==> config.mk <==
export PLATFORM = sky130hd
export DESIGN_NAME = serreg_slave
export DESIGN_NICKNAME = d
export VERILOG_FILES = /design/src/rtl/serreg_pkg.sv /design/src/rtl/serreg_frontend.sv /design/src/rtl/serreg_ctrl.sv /design/src/rtl/serreg_tx.sv /design/src/rtl/serreg_slave.sv
export SDC_FILE = /design/constraint.sdc
export NUM_CORES = 1
export LEC_CHECK = 0
export BUFFER_PORTS_ARGS = -buffer_cell sky130_fd_sc_hd__buf_2
export CORE_UTILIZATION = 52
export CTS_CLUSTER_SIZE = 20
export DETAILED_ROUTE_END_ITERATION = 10
export PLACE_DENSITY = 0.76
export SLEW_MARGIN = 20
export SYNTH_ARGS = -nofsm -noshare
export SYNTH_HDL_FRONTEND = slang
export SYNTH_SLANG_ARGS = --single-unit
==> constraint.sdc <==
create_clock -name clk -period 2 [get_ports clk]
set_input_delay 0.4 -clock clk [delete_from_list [all_inputs] [get_ports clk]]
set_output_delay 0.4 -clock clk [all_outputs]
set_load 0.05 [all_outputs]
==> src/rtl/serreg_pkg.sv <==
package serreg_pkg;

    localparam int CMD_W     = 8;
    localparam int ADDR_W    = 5;
    localparam int RSV_W     = CMD_W - 1 - ADDR_W;
    localparam int MAX_BYTES = 3;
    localparam int DATA_W    = 8 * MAX_BYTES;
    localparam int LEN_W     = $clog2(MAX_BYTES + 1);
    localparam int CNT_W     = $clog2(DATA_W + 1);
    localparam int NREG      = 1 << ADDR_W;

    // default length codes: address mod 4 -> 1, 2, 3, 3 bytes
    localparam logic [NREG*LEN_W-1:0] LEN_TABLE_DEF = {(NREG / 4){8'hF9}};

    typedef enum logic [1:0] {
        ST_CMD,
        ST_WR,
        ST_RD,
        ST_END
    } xfer_state_e;

    typedef struct packed {
        logic              is_write;
        logic [RSV_W-1:0]  rsvd;
        logic [ADDR_W-1:0] addr;
    } cmd_t;

    function automatic logic [LEN_W-1:0] eff_len(input logic [LEN_W-1:0] code);
        if (code == '0)
            return LEN_W'(1);
        else if (int'(code) > MAX_BYTES)
            return LEN_W'(MAX_BYTES);
        else
            return code;
    endfunction

endpackage

==> src/rtl/serreg_frontend.sv <==
module serreg_frontend #(
    parameter int SYNC_STAGES = 2
) (
    input  logic clk,
    input  logic rst,
    input  logic sclk_i,
    input  logic csn_i,
    input  logic sdi_i,
    output logic sclk_fall,
    output logic sclk_rise,
    output logic csn_s,
    output logic cs_live,
    output logic sdi_s
);
    localparam int NSIG = 3;
    localparam logic [NSIG-1:0] RST_VAL = 3'b011; // {sdi, csn, sclk}

    logic [NSIG-1:0] raw;
    logic [NSIG-1:0] synced;
    logic [SYNC_STAGES-1:0] chain [NSIG];
    logic sclk_d;
    logic csn_d;

    assign raw = {sdi_i, csn_i, sclk_i};

    for (genvar g = 0; g < NSIG; g++) begin : g_sync
        always_ff @(posedge clk) begin
            if (rst)
                chain[g] <= {SYNC_STAGES{RST_VAL[g]}};
            else if (SYNC_STAGES > 1)
                chain[g] <= {chain[g][SYNC_STAGES-2:0], raw[g]};
            else
                chain[g] <= raw[g];
        end
        assign synced[g] = chain[g][SYNC_STAGES-1];
    end

    always_ff @(posedge clk) begin
        if (rst) begin
            sclk_d <= 1'b1;
            csn_d  <= 1'b1;
        end else begin
            sclk_d <= synced[0];
            csn_d  <= synced[1];
        end
    end

    assign sclk_fall = sclk_d & ~synced[0];
    assign sclk_rise = ~sclk_d & synced[0];
    assign csn_s     = synced[1];
    assign cs_live   = ~(synced[1] & csn_d);
    assign sdi_s     = synced[2];

endmodule

==> src/rtl/serreg_ctrl.sv <==
module serreg_ctrl
    import serreg_pkg::*;
#(
    parameter int AW = ADDR_W,
    parameter int DW = DATA_W,
    parameter int LW = LEN_W,
    parameter int CW = CNT_W
) (
    input  logic          clk,
    input  logic          rst,
    input  logic          sclk_fall,
    input  logic          csn_s,
    input  logic          cs_live,
    input  logic          sdi_s,
    output logic [AW-1:0] lookup_addr,
    input  logic [LW-1:0] lookup_len,
    output logic [AW-1:0] rb_addr_o,
    output logic [DW-1:0] rb_wdata_o,
    output logic          rb_wr_o,
    output logic          rb_rd_o,
    output logic [LW-1:0] len_q,
    output logic          rd_active
);
    xfer_state_e   state;
    logic [6:0]    cmd_sh;
    logic [2:0]    bit_cnt;
    logic [CW-1:0] data_cnt;
    logic [CW-1:0] tgt_bits;
    logic [DW-1:0] wacc;
    cmd_t          cmd_now;
    logic          take;
    logic          last_data;

    always_comb begin
        cmd_now     = cmd_t'({cmd_sh, sdi_s});
        lookup_addr = cmd_now.addr;
        take        = sclk_fall & cs_live;
        last_data   = (data_cnt == tgt_bits - CW'(1));
    end

    always_ff @(posedge clk) begin
        if (rst) begin
            state      <= ST_CMD;
            cmd_sh     <= '0;
            bit_cnt    <= '0;
            data_cnt   <= '0;
            tgt_bits   <= '0;
            wacc       <= '0;
            len_q      <= '0;
            rb_addr_o  <= '0;
            rb_wdata_o <= '0;
            rb_wr_o    <= 1'b0;
            rb_rd_o    <= 1'b0;
        end else begin
            rb_wr_o <= 1'b0;
            rb_rd_o <= 1'b0;
            if (take) begin
                case (state)
                    ST_CMD: begin
                        cmd_sh  <= cmd_now[6:0];
                        bit_cnt <= bit_cnt + 3'd1;
                        if (bit_cnt == 3'd7) begin
                            if (cmd_now.rsvd != '0) begin
                                state <= ST_END;
                            end else begin
                                rb_addr_o <= cmd_now.addr;
                                len_q     <= lookup_len;
                                tgt_bits  <= CW'(lookup_len) << 3;
                                data_cnt  <= '0;
                                wacc      <= '0;
                                if (cmd_now.is_write) begin
                                    state <= ST_WR;
                                end else begin
                                    state   <= ST_RD;
                                    rb_rd_o <= 1'b1;
                                end
                            end
                        end
                    end
                    ST_WR: begin
                        wacc     <= {wacc[DW-2:0], sdi_s};
                        data_cnt <= data_cnt + CW'(1);
                        if (last_data) begin
                            rb_wdata_o <= {wacc[DW-2:0], sdi_s};
                            rb_wr_o    <= 1'b1;
                            state      <= ST_END;
                        end
                    end
                    ST_RD: begin
                        data_cnt <= data_cnt + CW'(1);
                        if (last_data)
                            state <= ST_END;
                    end
                    default: ;
                endcase
            end
            if (csn_s) begin
                state    <= ST_CMD;
                bit_cnt  <= '0;
                data_cnt <= '0;
            end
        end
    end

    assign rd_active = (state == ST_RD);

endmodule

==> src/rtl/serreg_tx.sv <==
module serreg_tx
    import serreg_pkg::*;
#(
    parameter int DW = DATA_W,
    parameter int LW = LEN_W
) (
    input  logic          clk,
    input  logic          rst,
    input  logic          load,
    input  logic [DW-1:0] rdata,
    input  logic [LW-1:0] len_q,
    input  logic          sclk_rise,
    input  logic          rd_active,
    input  logic          csn_s,
    output logic          sdo_o,
    output logic          sdo_oe_o
);
    logic [DW-1:0] sh;

    always_ff @(posedge clk) begin
        if (rst) begin
            sh       <= '0;
            sdo_o    <= 1'b0;
            sdo_oe_o <= 1'b0;
        end else begin
            if (load)
                sh <= rdata << (DW - 8 * int'(len_q));
            if (csn_s || !rd_active) begin
                sdo_oe_o <= 1'b0;
            end else if (sclk_rise) begin
                sdo_o    <= sh[DW-1];
                sh       <= sh << 1;
                sdo_oe_o <= 1'b1;
            end
        end
    end

endmodule

==> src/rtl/serreg_slave.sv <==
module serreg_slave
    import serreg_pkg::*;
#(
    parameter int                      SYNC_STAGES = 2,
    parameter logic [NREG*LEN_W-1:0]   LEN_TABLE   = LEN_TABLE_DEF
) (
    input  logic              clk,
    input  logic              rst,
    input  logic              sclk_i,
    input  logic              csn_i,
    input  logic              sdi_i,
    output logic              sdo_o,
    output logic              sdo_oe_o,
    output logic [ADDR_W-1:0] rb_addr_o,
    output logic [DATA_W-1:0] rb_wdata_o,
    output logic              rb_wr_o,
    output logic              rb_rd_o,
    input  logic [DATA_W-1:0] rb_rdata_i
);
    logic              sclk_fall;
    logic              sclk_rise;
    logic              csn_s;
    logic              cs_live;
    logic              sdi_s;
    logic [ADDR_W-1:0] lookup_addr;
    logic [LEN_W-1:0]  lookup_len;
    logic [LEN_W-1:0]  len_q;
    logic              rd_active;

    assign lookup_len = eff_len(LEN_TABLE[int'(lookup_addr) * LEN_W +: LEN_W]);

    serreg_frontend #(
        .SYNC_STAGES(SYNC_STAGES)
    ) u_front (
        .clk       (clk),
        .rst       (rst),
        .sclk_i    (sclk_i),
        .csn_i     (csn_i),
        .sdi_i     (sdi_i),
        .sclk_fall (sclk_fall),
        .sclk_rise (sclk_rise),
        .csn_s     (csn_s),
        .cs_live   (cs_live),
        .sdi_s     (sdi_s)
    );

    serreg_ctrl u_ctrl (
        .clk         (clk),
        .rst         (rst),
        .sclk_fall   (sclk_fall),
        .csn_s       (csn_s),
        .cs_live     (cs_live),
        .sdi_s       (sdi_s),
        .lookup_addr (lookup_addr),
        .lookup_len  (lookup_len),
        .rb_addr_o   (rb_addr_o),
        .rb_wdata_o  (rb_wdata_o),
        .rb_wr_o     (rb_wr_o),
        .rb_rd_o     (rb_rd_o),
        .len_q       (len_q),
        .rd_active   (rd_active)
    );

    serreg_tx u_tx (
        .clk       (clk),
        .rst       (rst),
        .load      (rb_rd_o),
        .rdata     (rb_rdata_i),
        .len_q     (len_q),
        .sclk_rise (sclk_rise),
        .rd_active (rd_active),
        .csn_s     (csn_s),
        .sdo_o     (sdo_o),
        .sdo_oe_o  (sdo_oe_o)
    );

endmodule

==> summary.md <==
| Metric | Value |
|---|---|
| YS warnings | 0 |
| Final hold violation count | 0 |
| Final setup vio count | 0 |
| Global-route usage over all layers | 21.0% |
| Distinct cells, synth | 46 |
| Initial antenna violation count | 0 |
| Router iterations before antenna repair | 4 |
| Syn avg cell area | 9.05 sq um |
| Layout cells sized above 1 | 20.8% |
| Num CTS Buffers | 9 |
| Relative slew slack | 70.6% |
| IO buf count | 61 |
| Final Max Slew Viols | 0 |
| Critical Path RT | 2270 ps |
| Synth Flop Type | dfxtp_1 |
| Die outline height | 97.4 microns |
| I/O pins | 62 |
| Slew of the pin with the lowest slew margin | 440 ps |
| Post-Syn Area | 4730 sq um |
| Synth top area cells | dfxtp_1 (45%), mux2i_1 (9.9%), nand2b_1 (6.6%) |
| Clk sinks | 107 |
| Die W | 97.4 microns |
| CTS root buffer | clkbuf_8 |
| Hold buffers post-CTS | 0 |
| Die ar. | 9490 sq um |
| Crit. End Element | flip-flop |
| Register area | 2140 sq um |
| Routed WL | 9660 microns |
| Largest net degree at the start of global routing | 73 |
| Syn_nets | 559 |
| Unrepaired setup endpoints after global routing | false |
| Pwr Total | 3.56 mW |
| Antenna diodes | 0 |
| Crit Path Max Fanout | 5 |
| Dominant cell by count in the synthesized netlist | dfxtp_1 |
| Area of the multi-input gates | 2410 sq um |
| Pleak | 1.99 nW |
| CTS tree | built |
| Hold WC Path Type | in -> reg |
| Final core occ | 61.7% |
| Top cell type's share of synthesized area | 45.3% |
| Area growth syn-to-layout | 14.3% |
| 1st-iter DRT viols | 160 |
| Total gr overflow | 0 |
| Vias in the first global route | 3521 |
| Reg clk slew, reported paths | 110 ps |
| Setup CP Type | reg -> reg |
| Worst VDD drop | 0.492 mV |
| Final-stage net count | 609 |
| Layout Skew | 12.8 ps |
| Deepest clock path buffer count | 2 |
| Seq/Total Area, Yosys | 45.3% |
| Top cells by count, synth | dfxtp_1 (107), nand2b_1 (50), mux2i_1 (47) |
| Final Non-Filler Cells | 686 |
| Antenna Nets Post-Route | 0 |
| Post-synth EDFFs | 0 |
| Clk_lat worst skew | 370 ps |
| Site row count | 34 |
| Peak Freq | 0.526 GHz |
| RePlAce Congestion | 0.854 |
| Core Region | 8760 sq um |
| CP Launch Type | flip-flop |
| WP data arrival | 2170 ps |
| Number of vias per cell | 5.59 |
| Starting Density | 54.0% |
| Synthesized flop and latch total | 107 |
| Layout fillers | 758 |
| PwrDens | 659 nW/um^2 |
| Tmin final | 1900 ps |
| Remaining DRCs | 0 |
| H-tree Lvls | 3 |
| Synth Instances | 523 |
| Cell taking the most area after synthesis | dfxtp_1 |
| DP HPWL | 6540 microns |
| Run status | finished clean |
| Max cap viols | 0 |
| Cells after DPL | 667 |
| First-pass GRT wire length | 16200 microns |
| Average wire per standard cell | 14.1 microns |
| Via count | 3837 |
| Asr flop ratio synth | 0% |
| Tcrit/Tclk final | 95.1% |
[per-stage QoR]
| stage | setup WS, ps | hold WS [ps] | area (sq um) | setup TNS (ps) |
|---|---|---|---|---|
| finish | 98.8 | 209 | 5410 | 0 |
| global route | 4.19 | 195 | 5410 | 0 |
| CTS | -4.27 | 198 | 5390 | -7.34 |
| detailed placement | -67.0 | 405 | 5150 | -70.2 |
| global placement | 25.4 | 396 | 5150 | 0 |
| floorplan | 43.6 | 389 | 4730 | 0 |
[worst paths after layout]
| path | start | endpoint | slack [ps] | depth (start not counted) |
|---|---|---|---|---|
| max | u_ctrl.bit_cnt[0]$_SDFFE_PP0P_ | u_ctrl.data_cnt[3]$_SDFFE_PP0P_ | 100 | 6 |
| min | sclk_i | u_front.chain[0][0]$_SDFF_PP1_ | 210 | 2 |
| max reg2reg | u_ctrl.bit_cnt[0]$_SDFFE_PP0P_ | u_ctrl.data_cnt[3]$_SDFFE_PP0P_ | 100 | 6 |
| min reg2reg | u_front.chain[0][0]$_SDFF_PP1_ | u_front.chain[0][1]$_SDFF_PP1_ | 430 | 1 |
[layout make-up]
type | instances | share of cell area [%]
clock buffer | 9 | 2.29
clock inverter | 7 | 1.20
inverter | 16 | 1.11
multi-input combinational | 361 | 44.5
sequential | 107 | 39.7
tap | 108 | 2.50
timing repair buffer | 78 | 8.70
[critical path: stages, from the launching register on]
cell and delay, ps:
dfxtp_2 370, ha_4 140, ha_4 120, or3b_4 410, a2111oi_4 410, nand2_1 100
a32o_1 270
[logic make-up (layout without fill, tap and decap cells)]
family	count (synthesis)	count (layout)	synth area share [%]
compound gates	88	88	13.2
buf+inv	56	110	4.87
fa+ha+maj	7	7	1.85
xor+xnor	2	2	0.370
flops	107	107	45.3
simple gates	208	209	22.6
mux	55	55	11.8
[sequential cells by signal, indices dropped and copies added, names as in the netlist, 2 cells and up]
signal	count
u_ctrl.rb_wdata_o	24
u_tx.sh	24
u_ctrl.wacc	23
u_ctrl.cmd_sh	7
u_front.chain	6
u_ctrl.data_cnt	5
u_ctrl.rb_addr_o	5
u_ctrl.bit_cnt	3
u_ctrl.len_q	2
u_ctrl.state	2
[cell usage in the layout, fill, tap and decap left out, drive strengths merged, types with 2 or more instances in the layout]
cell type,n
clkbuf,9
nor2,43
and2,3
mux2i,47
dfxtp,107
a22oi,8
clkinv,2
o22ai,8
a32o,3
ha,7
nand3,27
xnor2,2
nand2b,50
inv,21
nor3,13
nor3b,2
a311oi,7
a211o,8
nand4b,2
a211oi,8
o21ai,2
a221oi,2
mux2,8
nor2b,14
a21oi,35
nand2,42
or4,2
or2,5
buf,78
a2111oi,2
[repair_timing]
action / CTS / global route
setup buffers: 1 / 1
pin swaps: 5 / 6
gates cloned: 1 / 0
setup endpoints to repair: 6 / 14
resized for setup: 8 / 2
[routing by layer]
layer | wire length [microns] | global-route usage, %
met5 | 0 | 0
met4 | 238 | 8.71
met3 | 430 | 3.31
met2 | 4450 | 33.2
met1 | 4550 | 28.5
[power breakdown]
part           internal, mW  total [mW]  switching [mW]  leakage, nW
registers              2.14        2.14         0.00541        0.864
logic                0.0567       0.123          0.0667         1.02
clock network         0.489        1.30           0.808       0.0999
(Power assumes the default switching activity.)
